--- config.mk ---
export PLATFORM = sky130hd
export DESIGN_NAME = blk_write_splitter
export DESIGN_NICKNAME = d
export VERILOG_FILES = /design/src/rtl/bws_pkg.sv /design/src/rtl/bws_enable_regs.sv /design/src/rtl/bws_req_check.sv /design/src/rtl/bws_seq.sv /design/src/rtl/blk_write_splitter.sv
export SDC_FILE = /design/constraint.sdc
export NUM_CORES = 1
export LEC_CHECK = 0
export BUFFER_PORTS_ARGS = -buffer_cell sky130_fd_sc_hd__buf_2
export CAP_MARGIN = 20
export CORE_ASPECT_RATIO = 0.75
export CORE_MARGIN = 3
export CORE_UTILIZATION = 54
export CTS_CLUSTER_SIZE = 14
export DETAILED_ROUTE_END_ITERATION = 10
export HOLD_SLACK_MARGIN = 0.02
export PLACE_DENSITY = 0.76
export SLEW_MARGIN = 20
export SYNTH_ARGS = -nofsm -noshare
export SYNTH_HDL_FRONTEND = slang
export SYNTH_SLANG_ARGS = --single-unit
--- constraint.sdc ---
create_clock -name clk -period 9 [get_ports clk]
set_input_delay 0.45 -clock clk [delete_from_list [all_inputs] [get_ports clk]]
set_output_delay 0.45 -clock clk [all_outputs]
set_load 0.005 [all_outputs]
--- src/rtl/bws_pkg.sv ---
package bws_pkg;
  typedef enum logic [2:0] {
    BWS_OK        = 3'd0,
    BWS_ERR_OFF   = 3'd1,
    BWS_ERR_PROT  = 3'd2,
    BWS_ERR_RANGE = 3'd3,
    BWS_ERR_ERASE = 3'd4,
    BWS_ERR_PROG  = 3'd5
  } bws_err_e;

  typedef enum logic [2:0] {
    S_IDLE,
    S_ERASE_GO,
    S_ERASE_WAIT,
    S_PROG_GO,
    S_PROG_WAIT
  } bws_state_e;

  localparam logic [1:0] CMD_LOCK        = 2'd0;
  localparam logic [1:0] CMD_UNLOCK      = 2'd1;
  localparam logic [1:0] CMD_UNLOCK_BOOT = 2'd2;
endpackage

--- src/rtl/bws_enable_regs.sv ---
module bws_enable_regs
  import bws_pkg::*;
(
  input  logic       clk,
  input  logic       rst_n,
  input  logic       cmd_valid,
  input  logic [1:0] cmd_code,
  output logic       wr_en,
  output logic       low_en,
  output logic       cmd_err
);
  always_ff @(posedge clk) begin
    if (!rst_n) begin
      wr_en   <= 1'b0;
      low_en  <= 1'b0;
      cmd_err <= 1'b0;
    end else begin
      cmd_err <= 1'b0;
      if (cmd_valid) begin
        case (cmd_code)
          CMD_LOCK: begin
            wr_en  <= 1'b0;
            low_en <= 1'b0;
          end
          CMD_UNLOCK:      wr_en  <= 1'b1;
          CMD_UNLOCK_BOOT: low_en <= 1'b1;
          default: begin
            wr_en   <= 1'b0;
            low_en  <= 1'b0;
            cmd_err <= 1'b1;
          end
        endcase
      end
    end
  end
endmodule

--- src/rtl/bws_req_check.sv ---
module bws_req_check
  import bws_pkg::*;
#(
  parameter int OFF_W      = 24,
  parameter int CNT_W      = 24,
  parameter int BLK_SHIFT  = 16,
  parameter int SMALL_LOG2 = 20,
  parameter int LARGE_LOG2 = 22,
  parameter int BLK_W      = OFF_W - BLK_SHIFT,
  parameter int NBLK_W     = BLK_W + 1
) (
  input  logic              wr_en,
  input  logic              low_en,
  input  logic              size_sel,
  input  logic [OFF_W-1:0]  offset,
  input  logic [CNT_W-1:0]  count,
  output bws_err_e          chk_err,
  output logic              chk_zero,
  output logic [CNT_W-1:0]  clip_cnt,
  output logic [BLK_W-1:0]  first_blk,
  output logic [NBLK_W-1:0] n_blk
);
  localparam int SUM_W = ((OFF_W > CNT_W) ? OFF_W : CNT_W) + 1;
  localparam logic [SUM_W-1:0] ONE = SUM_W'(1);

  function automatic logic [SUM_W-1:0] f_cap(input logic big);
    return big ? (ONE << LARGE_LOG2) : (ONE << SMALL_LOG2);
  endfunction

  function automatic logic [SUM_W-1:0] f_clip(input logic [SUM_W-1:0] cap,
                                              input logic [SUM_W-1:0] off,
                                              input logic [SUM_W-1:0] cnt);
    logic [SUM_W-1:0] room;
    room = cap - off;
    return (cnt > room) ? room : cnt;
  endfunction

  function automatic logic [NBLK_W-1:0] f_nblk(input logic [SUM_W-1:0] off,
                                               input logic [SUM_W-1:0] cnt);
    logic [SUM_W-1:0] end_a;
    logic [SUM_W-1:0] n;
    end_a = off + cnt;
    n = (end_a >> BLK_SHIFT) - (off >> BLK_SHIFT) + ONE;
    if (end_a[BLK_SHIFT-1:0] == '0) n = n - ONE;
    return NBLK_W'(n);
  endfunction

  logic [SUM_W-1:0] off_x, cnt_x, cap_x, clip_x;

  always_comb begin
    off_x     = SUM_W'(offset);
    cnt_x     = SUM_W'(count);
    cap_x     = f_cap(size_sel);
    clip_x    = f_clip(cap_x, off_x, cnt_x);
    clip_cnt  = CNT_W'(clip_x);
    first_blk = BLK_W'(off_x >> BLK_SHIFT);
    n_blk     = f_nblk(off_x, clip_x);
    chk_zero  = (count == '0);
    if (!wr_en)
      chk_err = BWS_ERR_OFF;
    else if (off_x < (ONE << BLK_SHIFT) && !low_en)
      chk_err = BWS_ERR_PROT;
    else if (!chk_zero && off_x >= cap_x)
      chk_err = BWS_ERR_RANGE;
    else
      chk_err = BWS_OK;
  end
endmodule

--- src/rtl/bws_seq.sv ---
module bws_seq
  import bws_pkg::*;
#(
  parameter int OFF_W     = 24,
  parameter int CNT_W     = 24,
  parameter int BLK_SHIFT = 16,
  parameter int MAX_TRIES = 10,
  parameter int BLK_W     = OFF_W - BLK_SHIFT,
  parameter int NBLK_W    = BLK_W + 1,
  parameter int TRY_W     = $clog2(MAX_TRIES + 1) + 1
) (
  input  logic              clk,
  input  logic              rst_n,
  input  logic              start_job,
  input  logic              finish_now,
  input  bws_err_e          finish_err,
  input  logic [OFF_W-1:0]  ld_off,
  input  logic [CNT_W-1:0]  ld_cnt,
  input  logic [BLK_W-1:0]  ld_blk,
  input  logic [NBLK_W-1:0] ld_nblk,
  input  logic              eng_done,
  input  logic              eng_ok,
  input  logic [CNT_W-1:0]  eng_nbytes,
  output logic              busy,
  output logic              eng_start,
  output logic              eng_op,
  output logic [BLK_W-1:0]  eng_blk,
  output logic [OFF_W-1:0]  eng_off,
  output logic [CNT_W-1:0]  eng_len,
  output logic [CNT_W-1:0]  eng_buf,
  output logic              done,
  output logic [CNT_W-1:0]  bytes_written,
  output bws_err_e          err_code,
  output logic              ev_erase_fail,
  output logic              ev_prog_fail,
  output logic              ev_blk_ok
);
  localparam logic [TRY_W-1:0] MAX_T   = TRY_W'(MAX_TRIES);
  localparam logic [TRY_W-1:0] TRY_TOP = '1;
  localparam logic [CNT_W-1:0] BLK_SZ  = CNT_W'(1) << BLK_SHIFT;

  function automatic logic [CNT_W-1:0] f_chunk(input logic [CNT_W-1:0] rem,
                                               input logic [BLK_SHIFT-1:0] lo);
    logic [CNT_W-1:0] room;
    room = BLK_SZ - CNT_W'(lo);
    return (rem < room) ? rem : room;
  endfunction

  function automatic logic [TRY_W-1:0] f_bump(input logic [TRY_W-1:0] t);
    return (t == TRY_TOP) ? t : t + TRY_W'(1);
  endfunction

  bws_state_e        state;
  logic [OFF_W-1:0]  cur_off;
  logic [CNT_W-1:0]  remain, written;
  logic [BLK_W-1:0]  blk;
  logic [NBLK_W-1:0] blk_left;
  logic [TRY_W-1:0]  e_tries, p_tries, e_next, p_next;

  assign busy          = (state != S_IDLE);
  assign eng_start     = (state == S_ERASE_GO) || (state == S_PROG_GO);
  assign eng_op        = (state == S_PROG_GO) || (state == S_PROG_WAIT);
  assign eng_blk       = blk;
  assign eng_off       = cur_off;
  assign eng_buf       = written;
  assign eng_len       = f_chunk(remain, cur_off[BLK_SHIFT-1:0]);
  assign ev_erase_fail = (state == S_ERASE_WAIT) && eng_done && !eng_ok;
  assign ev_prog_fail  = (state == S_PROG_WAIT) && eng_done && !eng_ok;
  assign ev_blk_ok     = (state == S_PROG_WAIT) && eng_done && eng_ok;
  assign e_next        = f_bump(e_tries);
  assign p_next        = f_bump(p_tries);

  always_ff @(posedge clk) begin
    if (!rst_n) begin
      state         <= S_IDLE;
      cur_off       <= '0;
      remain        <= '0;
      written       <= '0;
      blk           <= '0;
      blk_left      <= '0;
      e_tries       <= '0;
      p_tries       <= '0;
      done          <= 1'b0;
      bytes_written <= '0;
      err_code      <= BWS_OK;
    end else begin
      done <= 1'b0;
      case (state)
        S_IDLE: begin
          if (finish_now) begin
            done          <= 1'b1;
            err_code      <= finish_err;
            bytes_written <= '0;
          end else if (start_job) begin
            cur_off  <= ld_off;
            remain   <= ld_cnt;
            written  <= '0;
            blk      <= ld_blk;
            blk_left <= ld_nblk;
            e_tries  <= '0;
            p_tries  <= '0;
            state    <= S_ERASE_GO;
          end
        end
        S_ERASE_GO: state <= S_ERASE_WAIT;
        S_ERASE_WAIT: begin
          if (eng_done) begin
            e_tries <= e_next;
            if (eng_ok) begin
              state <= S_PROG_GO;
            end else if (e_next >= MAX_T) begin
              state         <= S_IDLE;
              done          <= 1'b1;
              err_code      <= BWS_ERR_ERASE;
              bytes_written <= written;
            end else begin
              state <= S_ERASE_GO;
            end
          end
        end
        S_PROG_GO: state <= S_PROG_WAIT;
        S_PROG_WAIT: begin
          if (eng_done) begin
            if (eng_ok) begin
              cur_off  <= cur_off + OFF_W'(eng_nbytes);
              remain   <= remain - eng_nbytes;
              written  <= written + eng_nbytes;
              blk      <= blk + BLK_W'(1);
              blk_left <= blk_left - NBLK_W'(1);
              e_tries  <= '0;
              p_tries  <= '0;
              if (blk_left == NBLK_W'(1)) begin
                state         <= S_IDLE;
                done          <= 1'b1;
                err_code      <= BWS_OK;
                bytes_written <= written + eng_nbytes;
              end else begin
                state <= S_ERASE_GO;
              end
            end else begin
              p_tries <= p_next;
              if (p_next >= MAX_T) begin
                state         <= S_IDLE;
                done          <= 1'b1;
                err_code      <= BWS_ERR_PROG;
                bytes_written <= written;
              end else begin
                state <= S_ERASE_GO;
              end
            end
          end
        end
        default: state <= S_IDLE;
      endcase
    end
  end
endmodule

--- src/rtl/blk_write_splitter.sv ---
module blk_write_splitter
  import bws_pkg::*;
#(
  parameter int OFF_W      = 24,
  parameter int CNT_W      = 24,
  parameter int BLK_SHIFT  = 16,
  parameter int SMALL_LOG2 = 20,
  parameter int LARGE_LOG2 = 22,
  parameter int MAX_TRIES  = 10
) (
  input  logic                       clk,
  input  logic                       rst_n,
  input  logic                       cmd_valid,
  input  logic [1:0]                 cmd_code,
  output logic                       cmd_err,
  input  logic                       size_sel,
  input  logic                       req_valid,
  output logic                       req_ready,
  input  logic [OFF_W-1:0]           req_offset,
  input  logic [CNT_W-1:0]           req_count,
  output logic                       eng_start,
  output logic                       eng_op,
  output logic [OFF_W-BLK_SHIFT-1:0] eng_blk,
  output logic [OFF_W-1:0]           eng_off,
  output logic [CNT_W-1:0]           eng_len,
  output logic [CNT_W-1:0]           eng_buf,
  input  logic                       eng_done,
  input  logic                       eng_ok,
  input  logic [CNT_W-1:0]           eng_nbytes,
  output logic                       done,
  output logic [CNT_W-1:0]           bytes_written,
  output logic [2:0]                 err_code
);
  localparam int BLK_W  = OFF_W - BLK_SHIFT;
  localparam int NBLK_W = BLK_W + 1;

  logic              wr_en, low_en, busy;
  bws_err_e          chk_err, seq_err;
  logic              chk_zero;
  logic [CNT_W-1:0]  clip_cnt;
  logic [BLK_W-1:0]  first_blk;
  logic [NBLK_W-1:0] n_blk;
  logic              req_fire, finish_now, start_job;
  logic              ev_erase_fail, ev_prog_fail, ev_blk_ok;

  bws_enable_regs u_en (
    .clk(clk), .rst_n(rst_n), .cmd_valid(cmd_valid), .cmd_code(cmd_code),
    .wr_en(wr_en), .low_en(low_en), .cmd_err(cmd_err)
  );

  bws_req_check #(
    .OFF_W(OFF_W), .CNT_W(CNT_W), .BLK_SHIFT(BLK_SHIFT),
    .SMALL_LOG2(SMALL_LOG2), .LARGE_LOG2(LARGE_LOG2),
    .BLK_W(BLK_W), .NBLK_W(NBLK_W)
  ) u_chk (
    .wr_en(wr_en), .low_en(low_en), .size_sel(size_sel),
    .offset(req_offset), .count(req_count),
    .chk_err(chk_err), .chk_zero(chk_zero), .clip_cnt(clip_cnt),
    .first_blk(first_blk), .n_blk(n_blk)
  );

  assign req_ready  = !busy;
  assign req_fire   = req_valid && !busy;
  assign finish_now = req_fire && ((chk_err != BWS_OK) || chk_zero);
  assign start_job  = req_fire && (chk_err == BWS_OK) && !chk_zero;

  bws_seq #(
    .OFF_W(OFF_W), .CNT_W(CNT_W), .BLK_SHIFT(BLK_SHIFT),
    .MAX_TRIES(MAX_TRIES), .BLK_W(BLK_W), .NBLK_W(NBLK_W)
  ) u_seq (
    .clk(clk), .rst_n(rst_n),
    .start_job(start_job), .finish_now(finish_now), .finish_err(chk_err),
    .ld_off(req_offset), .ld_cnt(clip_cnt), .ld_blk(first_blk), .ld_nblk(n_blk),
    .eng_done(eng_done), .eng_ok(eng_ok), .eng_nbytes(eng_nbytes),
    .busy(busy), .eng_start(eng_start), .eng_op(eng_op), .eng_blk(eng_blk),
    .eng_off(eng_off), .eng_len(eng_len), .eng_buf(eng_buf),
    .done(done), .bytes_written(bytes_written), .err_code(seq_err),
    .ev_erase_fail(ev_erase_fail), .ev_prog_fail(ev_prog_fail),
    .ev_blk_ok(ev_blk_ok)
  );

  assign err_code = seq_err;
endmodule

==> impl_metrics.yaml <==
status:
  status: "finished clean"
clocking:
  numCtsBuffers: 17
  cts_max_path_buffers: 2
  clock_latency_ps: 440
  cts_tree: "yes"
  h-tree-depth: 4
  root_buffer: "clkbuf_16"
  cts_sinks: 133
  path_clk_slew_ps: 60
logic_synthesis:
  synth-xor-area-share: 0.07362
  synth_top_cell_area_share: 0.2001
  yosysUniqueCellTypes: 86
  ys_seq_elements: 133
  ys.flop_type: "dfxtp_1"
  synthMuxAreaShare: 0.03836
  synth_adder_area_share: 0.1561
  ys_warn_count: 0
  synthArstFlopShare: 0
  synth_area_leaders: "dfxtp_1 20%, ha_1 15%, a21oi_1 5.5%, xnor2_1 4.9%, nor2_1 4.7%"
  synth-simple-area-share: 0.2011
  synth_commonest_cells: "166 x nor2_1, 158 x ha_1, 147 x a21oi_1, 133 x dfxtp_1, 127 x nand2_1"
  synth_area_leader_cell: "dfxtp_1"
  syn_avg_cell_area_sq_um: 7.587
  ys_seq_area_frac: 0.2001
  synth_top_family_by_area: "compound AO/OA/AOI/OAI gates"
  synth_cells: 1754
  synth-compound-area-share: 0.2715
  netlist_area_sq_mm: 0.01331
  synth_edf_count: 0
  yosysMostFrequentCell: "nor2_1"
job:
  max-cap-violations: 0
detailed_routing:
  postRouteAntennaNets: 0
  drt-met1-wl_um: 20360
  dr.pass1.iters: 7
  via_count: 14470
  post_drt_wl_per_cell_um: 19.10
  wl_um: 44530
  top_layer_used: "met4"
  drc: 0
  vias_per_cell: 6.204
  met2WireLength_um: 19000
  met3_length_um: 4108
  drt-initial-drc-count: 1381
critical_path:
  worst_setup_path_end_kind: "flop"
  crit_fanout: 7
  cp.required_ps: 9380
  crit_path_start_kind: "primary input"
  slowest_stage: "or4_4"
  arrival_ps: 9090
  cpPeakStageDelay_ps: 560
  crit_type: "primary input to flop"
pwr:
  power_density_mw_per_mm2: 131.8
  leakagePower_nw: 7.180
  p_total_mw: 2.095
  ir_worst_vdd_v: 0.0001348
placement:
  place_inst: 2294
  port_buffers: 185
  gp_congestion: 0.9619
  hpwlAfterDp_um: 33720
global_route:
  antenna_found_initial: 0
  first_global_vias: 13410
  grt_pass1_wl_um: 70080
  overflow: 0
  grt_max_degree: 72
  track_usage: 0.3219
sta:
  fin_crit_ps: 8710
  relSlewSlack: 0.3029
  fin_crit_sh: 0.9678
  hold_viol_final: 0
  max_freq_mhz: 114.8
  tightest_slew_ps: 1036
  slew_viol_final: 0
  finalSetupViolCount: 0
  finClkSkew_ps: 9.302
finish:
  antenna_cells: 0
  fin_cells: 2332
  drive_gt1_frac: 0.1914
  area_growth_pct: 19.46
  nets: 2232
  fillers: 2184
floorplanning:
  pin_count: 193
  core_area_sq_mm: 0.02409
  dieArea_sq_mm: 0.02658
  die_w_um: 187.3
  die_y_um: 142.0
  initial_core_util: 0.5523
  num_rows: 49
worst_hold_path:
  min_path_type: "primary input to flop"
==> routing by layer <==
metal	up-vias	global-route usage
met3	79	0.05933
li1	6911	-
met4	0	0.1006
met1	6767	0.4580
met5	-	0
met2	711	0.4973
==> report_power, final <==
group,internal (mW),switching (mW),total [mW]
logic,0.336,0.408,0.744
clock network,0.456,0.278,0.733
registers,0.605,0.0125,0.617
==> worst max-delay path: cells and delay by family <==
kind,cells,cell delay [ps]
and+or+nand+nor,14,3440
AOI/OAI and AO/OA,14,2840
adders and majority gates,4,1170
xor gates and xnor gates,3,430
buffers and inverters,3,410
muxes,1,350
==> kinds of logic after synthesis <==
family,after synthesis
XOR/XNOR,111
AO/OA/AOI/OAI,557
buffers and inverters,188
adder cells (fa/ha/maj),163
flip-flops,133
other,1
AND/OR/NAND/NOR,552
multiplexers,49
==> registers in the layout (all words and copies together), names as in the netlist <==
name,flops
u_seq.bytes_written,24
u_seq.e_tries,5
u_seq.state,3
u_seq.eng_off,24
u_en.low_en,1
u_seq.remain,24
u_seq.p_tries,5
u_seq.blk_left,9
u_en.wr_en,1
u_seq.eng_buf,24
u_en.cmd_err,1
u_seq.eng_blk,8
u_seq.done,1
u_seq.err_code,3
==> placed cells by master, fill, tap and decap left out, types with 36 or more instances in the layout <==
cell      count
xnor2_1      75
nand3_1      55
buf_4        99
ha_1        152
nor2_1      164
buf_2       185
a211oi_1     43
nor3_1       46
dfxtp_1     133
inv_1       110
a21oi_1     142
mux2i_1      36
o21ai_0     114
nand2_1     126
==> metrics by stage <==
| step | hold WS [ps] | util | area, sq um | TNS [ps] | setup slack [ps] |
|---|---|---|---|---|---|
| 2_1_floorplan | 432.1 | - | 13330 | 0 | 241.2 |
| 5_1_grt | 322.3 | 0.6598 | 15900 | -53.00 | -53.00 |
| 6_report | 281.4 | 0.6598 | 15900 | 0 | 289.9 |
| 3_3_place_gp | 460.8 | 0.6248 | 15050 | -237.6 | -237.6 |
| 3_5_place_dp | 471.1 | 0.6248 | 15050 | -467.7 | -467.7 |
| 4_1_cts | 270.9 | 0.6500 | 15660 | 0 | 35.61 |
==> cell type report <==
type	count	area, sq um	share of cell area
Multi-Input combinational cell	1439	10090	0.6348
Tap cell	331	414.1	0.02605
Inverter	111	416.7	0.02621
Timing Repair Buffer	286	1709	0.1075
Clock buffer	23	478.0	0.03006
Clock inverter	9	125.1	0.007870
Sequential cell	133	2663	0.1675
==> path summary, 6_finish.rpt <==
kind,from,end,slack [ps],cells past startpoint
max,req_offset[3],u_seq.blk_left[8],290,39
max reg2reg,u_seq.state[2],u_seq.remain[19],4600,8
min reg2reg,u_seq.eng_blk[7],u_seq.eng_blk[7],480,1
min,cmd_code[0],u_en.cmd_err,280,3
==> timing repair <==
action,in CTS,in global routing
pin swaps,0,19
hold buffers,0,0
setup endpoints to repair,1,3
resized for setup,1,41
buffers inserted,0,6
(Power assumes the default switching activity.)
